===== config.mk =====
export PLATFORM = sky130hd
export DESIGN_NAME = status_flag_reg
export DESIGN_NICKNAME = d
export VERILOG_FILES = /design/src/rtl/sflag_pkg.sv /design/src/rtl/sflag_calc.sv /design/src/rtl/sflag_store.sv /design/src/rtl/sflag_irq_gate.sv /design/src/rtl/status_flag_reg.sv
export SDC_FILE = /design/constraint.sdc
export NUM_CORES = 1
export LEC_CHECK = 0
export CORE_ASPECT_RATIO = 1.4
export CORE_MARGIN = 1.5
export CORE_UTILIZATION = 36
export DETAILED_ROUTE_END_ITERATION = 6
export PLACE_DENSITY_LB_ADDON = 0.2
export SYNTH_ARGS = -nofsm -noshare
export SYNTH_HDL_FRONTEND = slang
export SYNTH_SLANG_ARGS = --single-unit

===== constraint.sdc =====
create_clock -name clk -period 3.53 [get_ports clk]
set_clock_uncertainty 0.1 [all_clocks]
set_input_delay 1.059 -clock clk [delete_from_list [all_inputs] [get_ports clk]]
set_output_delay 1.059 -clock clk [all_outputs]
set_load 0.02 [all_outputs]

===== src/rtl/sflag_pkg.sv =====
package sflag_pkg;

    localparam int FLAG_W = 8;
    localparam int SEL_W  = $clog2(FLAG_W);

    localparam int POS_C = 0;
    localparam int POS_Z = 1;
    localparam int POS_N = 2;
    localparam int POS_V = 3;
    localparam int POS_S = 4;
    localparam int POS_H = 5;
    localparam int POS_T = 6;
    localparam int POS_I = 7;

    typedef enum logic [1:0] {
        CLS_NONE  = 2'd0,
        CLS_ADD   = 2'd1,
        CLS_SUB   = 2'd2,
        CLS_LOGIC = 2'd3
    } op_cls_e;

    // field order is the bit order of the flag byte, msb first
    typedef struct packed {
        logic ien;
        logic t;
        logic h;
        logic s;
        logic v;
        logic n;
        logic z;
        logic c;
    } flag_byte_t;

    // carry out of a bit position for an add, from the operand and result bits
    function automatic logic add_carry(input logic a, input logic b, input logic r);
        return (a & b) | (b & ~r) | (~r & a);
    endfunction

    // borrow out of a bit position for a subtract
    function automatic logic sub_borrow(input logic a, input logic b, input logic r);
        return (~a & b) | (b & r) | (r & ~a);
    endfunction

    function automatic logic add_ovf(input logic a, input logic b, input logic r);
        return (a & b & ~r) | (~a & ~b & r);
    endfunction

    function automatic logic sub_ovf(input logic a, input logic b, input logic r);
        return (a & ~b & ~r) | (~a & b & r);
    endfunction

endpackage


===== src/rtl/sflag_calc.sv =====
module sflag_calc
    import sflag_pkg::*;
#(
    parameter int DW = 8
) (
    input  op_cls_e          cls,
    input  logic [DW-1:0]    opnd_a,
    input  logic [DW-1:0]    opnd_b,
    input  logic [DW-1:0]    res,
    input  flag_byte_t       cur,
    output flag_byte_t       nxt,
    output logic             upd
);
    localparam int MSB = DW - 1;
    localparam int HB  = DW / 2 - 1;

    logic am, bm, rm, ah, bh, rh;

    assign am = opnd_a[MSB];
    assign bm = opnd_b[MSB];
    assign rm = res[MSB];
    assign ah = opnd_a[HB];
    assign bh = opnd_b[HB];
    assign rh = res[HB];

    assign upd = (cls != CLS_NONE);

    always_comb begin
        nxt = cur;
        unique case (cls)
            CLS_ADD: begin
                nxt.c = add_carry(am, bm, rm);
                nxt.h = add_carry(ah, bh, rh);
                nxt.v = add_ovf(am, bm, rm);
            end
            CLS_SUB: begin
                nxt.c = sub_borrow(am, bm, rm);
                nxt.h = sub_borrow(ah, bh, rh);
                nxt.v = sub_ovf(am, bm, rm);
            end
            CLS_LOGIC: begin
                nxt.v = 1'b0;
            end
            default: ;
        endcase
        if (cls != CLS_NONE) begin
            nxt.z = (res == '0);
            nxt.n = rm;
            nxt.s = rm ^ nxt.v;
        end
    end

endmodule


===== src/rtl/sflag_store.sv =====
module sflag_store
    import sflag_pkg::*;
(
    input  logic               clk,
    input  logic               rst,
    input  flag_byte_t         alu_nxt,
    input  logic               alu_upd,
    input  logic               bst_en,
    input  logic               bst_bit,
    input  logic               bit_mod_en,
    input  logic               bit_mod_val,
    input  logic [SEL_W-1:0]   bit_sel,
    input  logic               wr_en,
    input  logic [FLAG_W-1:0]  wr_data,
    output flag_byte_t         flag_q
);
    flag_byte_t          stage_alu;
    logic [FLAG_W-1:0]   stage_bits;
    logic [FLAG_W-1:0]   stage_mod;
    logic [FLAG_W-1:0]   flag_d;

    always_comb begin
        stage_alu = alu_upd ? alu_nxt : flag_q;
        if (bst_en) begin
            stage_alu.t = bst_bit;
        end
    end

    assign stage_bits = stage_alu;

    for (genvar i = 0; i < FLAG_W; i++) begin : g_bitmod
        assign stage_mod[i] = (bit_mod_en && (bit_sel == SEL_W'(i))) ? bit_mod_val
                                                                     : stage_bits[i];
    end

    assign flag_d = wr_en ? wr_data : stage_mod;

    always_ff @(posedge clk) begin
        if (rst) begin
            flag_q <= '0;
        end else begin
            flag_q <= flag_d;
        end
    end


    no_update_stable_chk: assert property (@(posedge clk) disable iff (rst)
        (!alu_upd && !bst_en && !bit_mod_en && !wr_en) |=> $stable(flag_q));


    byte_write_prio_chk: assert property (@(posedge clk) disable iff (rst)
        wr_en |=> (flag_q == $past(wr_data)));


    bst_loads_t_chk: assert property (@(posedge clk) disable iff (rst)
        (bst_en && !wr_en && !(bit_mod_en && bit_sel == SEL_W'(POS_T)))
        |=> (flag_q.t == $past(bst_bit)));


    bit_mod_chk: assert property (@(posedge clk) disable iff (rst)
        (bit_mod_en && !wr_en) |=> (flag_q[$past(bit_sel)] == $past(bit_mod_val)));


    sign_xor_chk: assert property (@(posedge clk) disable iff (rst)
        (alu_upd && !wr_en && !bit_mod_en) |=> (flag_q.s == (flag_q.n ^ flag_q.v)));

endmodule


===== src/rtl/sflag_irq_gate.sv =====
module sflag_irq_gate #(
    parameter int NIRQ = 4
) (
    input  logic             ien,
    input  logic [NIRQ-1:0]  pend,
    output logic             take
);
    assign take = ien & (|pend);
endmodule


===== src/rtl/status_flag_reg.sv =====
module status_flag_reg
    import sflag_pkg::*;
#(
    parameter int DW   = 8,
    parameter int NIRQ = 4
) (
    input  logic               clk,
    input  logic               rst,
    input  logic [1:0]         op_cls,
    input  logic [DW-1:0]      opnd_a,
    input  logic [DW-1:0]      opnd_b,
    input  logic [DW-1:0]      alu_res,
    input  logic               bst_en,
    input  logic               bst_bit,
    input  logic               bit_mod_en,
    input  logic               bit_mod_val,
    input  logic [2:0]         bit_sel,
    input  logic               wr_en,
    input  logic [7:0]         wr_data,
    input  logic [NIRQ-1:0]    irq_pend,
    output logic [7:0]         flags,
    output logic               irq_take,
    output logic               t_bit
);
    localparam int MSB = DW - 1;

    op_cls_e     cls;
    flag_byte_t  cur_q;
    flag_byte_t  alu_nxt;
    logic        alu_upd;

    assign cls = op_cls_e'(op_cls);

    sflag_calc #(.DW(DW)) u_calc (
        .cls    (cls),
        .opnd_a (opnd_a),
        .opnd_b (opnd_b),
        .res    (alu_res),
        .cur    (cur_q),
        .nxt    (alu_nxt),
        .upd    (alu_upd)
    );

    sflag_store u_store (
        .clk         (clk),
        .rst         (rst),
        .alu_nxt     (alu_nxt),
        .alu_upd     (alu_upd),
        .bst_en      (bst_en),
        .bst_bit     (bst_bit),
        .bit_mod_en  (bit_mod_en),
        .bit_mod_val (bit_mod_val),
        .bit_sel     (bit_sel),
        .wr_en       (wr_en),
        .wr_data     (wr_data),
        .flag_q      (cur_q)
    );

    sflag_irq_gate #(.NIRQ(NIRQ)) u_gate (
        .ien  (cur_q.ien),
        .pend (irq_pend),
        .take (irq_take)
    );

    assign flags = cur_q;
    assign t_bit = cur_q.t;


    irq_masked_chk: assert property (@(posedge clk) disable iff (rst)
        !flags[POS_I] |-> !irq_take);


    zero_flag_chk: assert property (@(posedge clk) disable iff (rst)
        (op_cls != 2'd0 && !wr_en && !bit_mod_en)
        |=> (flags[POS_Z] == ($past(alu_res) == '0)));


    neg_flag_chk: assert property (@(posedge clk) disable iff (rst)
        (op_cls != 2'd0 && !wr_en && !bit_mod_en)
        |=> (flags[POS_N] == $past(alu_res[MSB])));


    logic_keeps_carry_chk: assert property (@(posedge clk) disable iff (rst)
        (op_cls == 2'd3 && !wr_en && !bit_mod_en)
        |=> ($stable(flags[POS_C]) && $stable(flags[POS_H]) && !flags[POS_V]));

endmodule


======== Word level (Yosys, flattened, before mapping) ========
Cells that the tools add are included.
storage, ports and cells
  register bits ........................... 8
  input bits .............................. 48
operators by class
  eq/ne operators ......................... 10
  muxes and demuxes ....................... 14
  bitwise gates (word level) .............. 35
  reductions and logical operators ........ 24
operators by type and width
  operator            count
  $reduce_bool 3->1   7
  $and 1x1->1         19
  $eq 3x3->1 const B  4
  $or 1x1->1          10
  $mux 1              9
  $logic_and 1x1->1   8
  $logic_not 8->1     1
  $mux 8              1
  $reduce_bool 4->1   2
  $eq 3x2->1 const B  2
  $mux 6              1
  $not 1->1           5
  $eq 2x2->1 const B  2
  $pmux 1 s2          2
  $reduce_and 2->1    2
  $reduce_bool 2->1   2
  $reduce_or 4->1     1
  $eq 3x1->1 const B  1
  $logic_not 3->1     1
  $pmux 1 s3          1
  $eq 2x1->1 const B  1
  $xor 1x1->1         1

======== Longest topological paths before layout ========
  depth after elaboration ................. 9
  gate-level depth with buffers ........... 5

======== Cells and area by module ========
From an unflattened synthesis, not the netlist that was laid out.
second synthesis, totals
  cell total of the unflattened synthesis .. 105
  area total of the unflattened synthesis .. 925.9 um^2
modules (own cells, without submodules)
  module           instances  cells each  area each (um^2)  seq. area each (um^2)
  sflag_store      1          60          593.1             160.2
  sflag_calc       1          43          314.1             0.0
  sflag_irq_gate   1          1           11.3              0.0
  status_flag_reg  1          1           7.5               0.0

======== Worst setup path after synthesis ========
OpenSTA, ideal clock, no wires.
  kind .................................... input-to-output
  start ................................... input irq_pend[1]
  end ..................................... output irq_take
  data arrival time ....................... 1.553 ns
  data required time ...................... 2.371 ns
  setup slack ............................. 0.818 ns
  stages .................................. 1
  buffers on the path ..................... 0
  cell sequence ........................... o41a_1
between the ends
  cells in the longest elaborated chain, start to end .. 2
RTL lines
  what             line                   source
  start, declared  status_flag_reg.sv:20  input logic [NIRQ-1:0] irq_pend,
  $reduce_or 4->1  sflag_irq_gate.sv:8    assign take = ien & (|pend);
  $and 1x1->1      sflag_irq_gate.sv:8
  end, declared    status_flag_reg.sv:22  output logic irq_take,
No other way between the ends.

======== Worst setup path after layout ========
Ends and elaborated chain as after synthesis.

==> flow_summary.yaml <==
synth:
  syn_avg_cell_area_sq_um: 7.83
  synth_top_area_frac: 0.211
  async_flop_share: 0
  synth_edf_count: 0
  synth_nets: 145
  ys_ff_latch: 8
  yosysWarnings: 0
  synthFlopType: "dfxtp_1"
  synthTopCellsByArea: "dfxtp_1 21%, a21oi_1 4.6%, inv_1 4.4%"
  netlist_area_sq_um: 759
  synth_cell_types: 44
  synth_seq_area_share: 0.211
  synth_cells: 97
  netlist.top_cell.by_area: "dfxtp_1"
finish:
  largest_registers: "u_store.flag_q (8)"
  regMostFlops: "u_store.flag_q"
  instances_no_fill: 156
  nets: 185
  drive_gt1_frac: 0.0519
  areaGrowthSynthToFinish_pct: 57.5
  diodes: 0
  largest_reg_flops: 8
  final_util: 0.606
place:
  portBuffers: 45
  gp_congestion: 0.780
  dp_hpwl_microns: 1630
  place_ws_ns: -0.0510
  post-place-cells: 153
clock_network:
  cts_tree: "yes"
  post-cts-setup-buffers: 0
  clock_sinks: 8
  clk_pin_slew_worst_paths_ns: 0.06
  cts_buffer_depth: 2
  cts_buffers: 3
  htreeDepth: 1
  cts-root-buf: "clkbuf_4"
  clk_latency_ns: 0.25
sta:
  drv_slew: 0
  fin_ws_ns: 0.184
  max_freq_mhz: 299
  rsz0062_at_grt: "false"
  fin_crit_sh: 0.948
  final.min_clock_period_ns: 3.35
  relSlewSlack: 0.583
  finalSetupViolCount: 0
  tightest_slew_ns: 0.624
  fin_tns_setup_ns: 0
  hold_viol: 0
  hold_slack_ns: 0.479
route:
  wirelength_microns: 2060
  dr.pass1.iters: 4
  post_drt_wl_per_cell_microns: 13.2
  viasPerCell: 5.68
  ant_nets: 0
  drt-initial-drc-count: 7
  vias: 886
  drc: 0
hold_path:
  holdPathEnd: "u_store.flag_q[0]$_SDFFE_PP0P_"
  min-delay-start: "u_store.flag_q[0]$_SDFFE_PP0P_"
  whs_path_depth: 2
  min_path_type: "reg2reg"
critical_path:
  critPathLaunchType: "primary input"
  crit_fanout: 1
  crit_type: "in2out"
  crit_arrival_ns: 2.19
  worst_setup_path_end_kind: "output pin"
  r2r-end: "u_store.flag_q[4]$_SDFFE_PP0P_"
  slowest_delay_ns: 0.41
  reg2regPathDepth: 4
  cpMaxStageDelayCell: "o41a_1"
  crit_required_ns: 2.37
  crit_chain: "clkdlybuf4s50_1 -> o41a_1 -> dlygate4sd2_1"
  reg2reg_slack_ns: 2.43
  r2r-start: "u_store.flag_q[4]$_SDFFE_PP0P_"
pwr:
  vdd.ir_drop.worst_mv: 0.191
  power_per_cell_area_nw_per_um2: 244
  power_leakage_nw: 0.449
grt:
  antenna_found_initial: 0
  grt_max_degree: 18
  grtUsageTotal: 0.178
  grt_pass1_wl_microns: 3390
  first_global_vias: 817
  grt_overflow: 0
flow_run:
  cap_violations: 0
die:
  core_area_sq_um: 1970
  die_h_microns: 57.3
  rows: 19
  die-area_sq_um: 2400
  die_w_microns: 41.8
  io_pins: 58
  start_util: 0.385
status:
  status: "finished clean"
-- placed cells by master (no fill, tap or decap), types with 2 or more instances in the layout --
cell             instances
o21a_1                   2
o21ai_0                  2
clkdlybuf4s50_1         44
clkbuf_4                 3
and3_1                   2
nand3_1                  3
nor2_1                   6
maj3_1                   2
a21oi_1                  7
a221oi_1                 2
nand2b_1                 2
a221o_1                  2
nand4b_1                 2
dfxtp_1                  8
inv_1                    9
nand2_1                  5
mux2i_1                  2
a41oi_1                  2
a31oi_1                  2
nor3b_1                  2
nor2b_1                  3
a32oi_1                  2
-- how the worst max path moves through the flow --
stage	from	end	slack, ns	cells after the start
2_1_floorplan	irq_pend[1]	irq_take	0.82	1
3_3_place_gp	irq_pend[1]	irq_take	-0.02	3
3_5_place_dp	irq_pend[1]	irq_take	-0.05	3
4_1_cts	irq_pend[1]	irq_take	0.18	3
5_1_grt	irq_pend[1]	irq_take	0.17	3
6_report	irq_pend[1]	irq_take	0.18	3
-- stage by stage --
step	power, mW	area (sq um)
floorplan	0.162	759
global placement	0.222	1170
detailed placement	0.224	1170
CTS	0.296	1200
global route	0.312	1200
finish	0.292	1200
-- power breakdown --
| group | internal, mW | switching (mW) | leakage, nW |
|---|---|---|---|
| clock | 0.0390 | 0.0320 | 0.0138 |
| combinational | 0.0687 | 0.0518 | 0.369 |
| sequential | 0.0970 | 0.00373 | 0.0664 |
| total | 0.205 | 0.0876 | 0.449 |
-- cells in the mapped netlist, types with 3 or more instances --
cell and n:
buf_4 3, nor2b_1 3, nand3_1 3, nor2_1 6, dfxtp_1 8, buf_2 4
nand2_1 5, a21oi_1 7, inv_1 9
-- metal layers --
layer / global-route usage / up-vias / part of all wire
li1: - / 442 / -
met5: 0 / - / 0
met1: 0.194 / 402 / 0.41
met3: 0.0411 / 2 / 0.084
met4: 0.0691 / 0 / 0.0063
met2: 0.326 / 40 / 0.50
-- critical path, delay by kind of cell --
kind,cells,cell delay [ns]
AO/OA/AOI/OAI,1,0.41
buffers and inverters,2,0.72
-- kinds of logic (layout without fill, tap and decap cells) --
| family | Yosys count | after routing | share of synthesized area |
|---|---|---|---|
| compound gates | 32 | 32 | 0.331 |
| simple gates | 32 | 32 | 0.254 |
| buf+inv | 19 | 57 | 0.125 |
| flops | 8 | 8 | 0.211 |
| mux | 3 | 3 | 0.0412 |
| fa+ha+maj | 2 | 2 | 0.0264 |
| xor+xnor | 1 | 1 | 0.0115 |
-- what timing repair did --
action	CTS	global route
resized for setup	1	0
hold buffers	0	0
endpoints found under the hold margin	0	0
endpoints found under the setup margin	1	0
-- layout make-up --
cell class                 count  area (sq um)
timing repair buffer          45           449
inverter                       9          33.8
fill                         187           777
multi-input combinational     70           504
clock buffer                   3          22.5
sequential                     8           160
tap                           21          26.3
(Power assumes the default switching activity.)
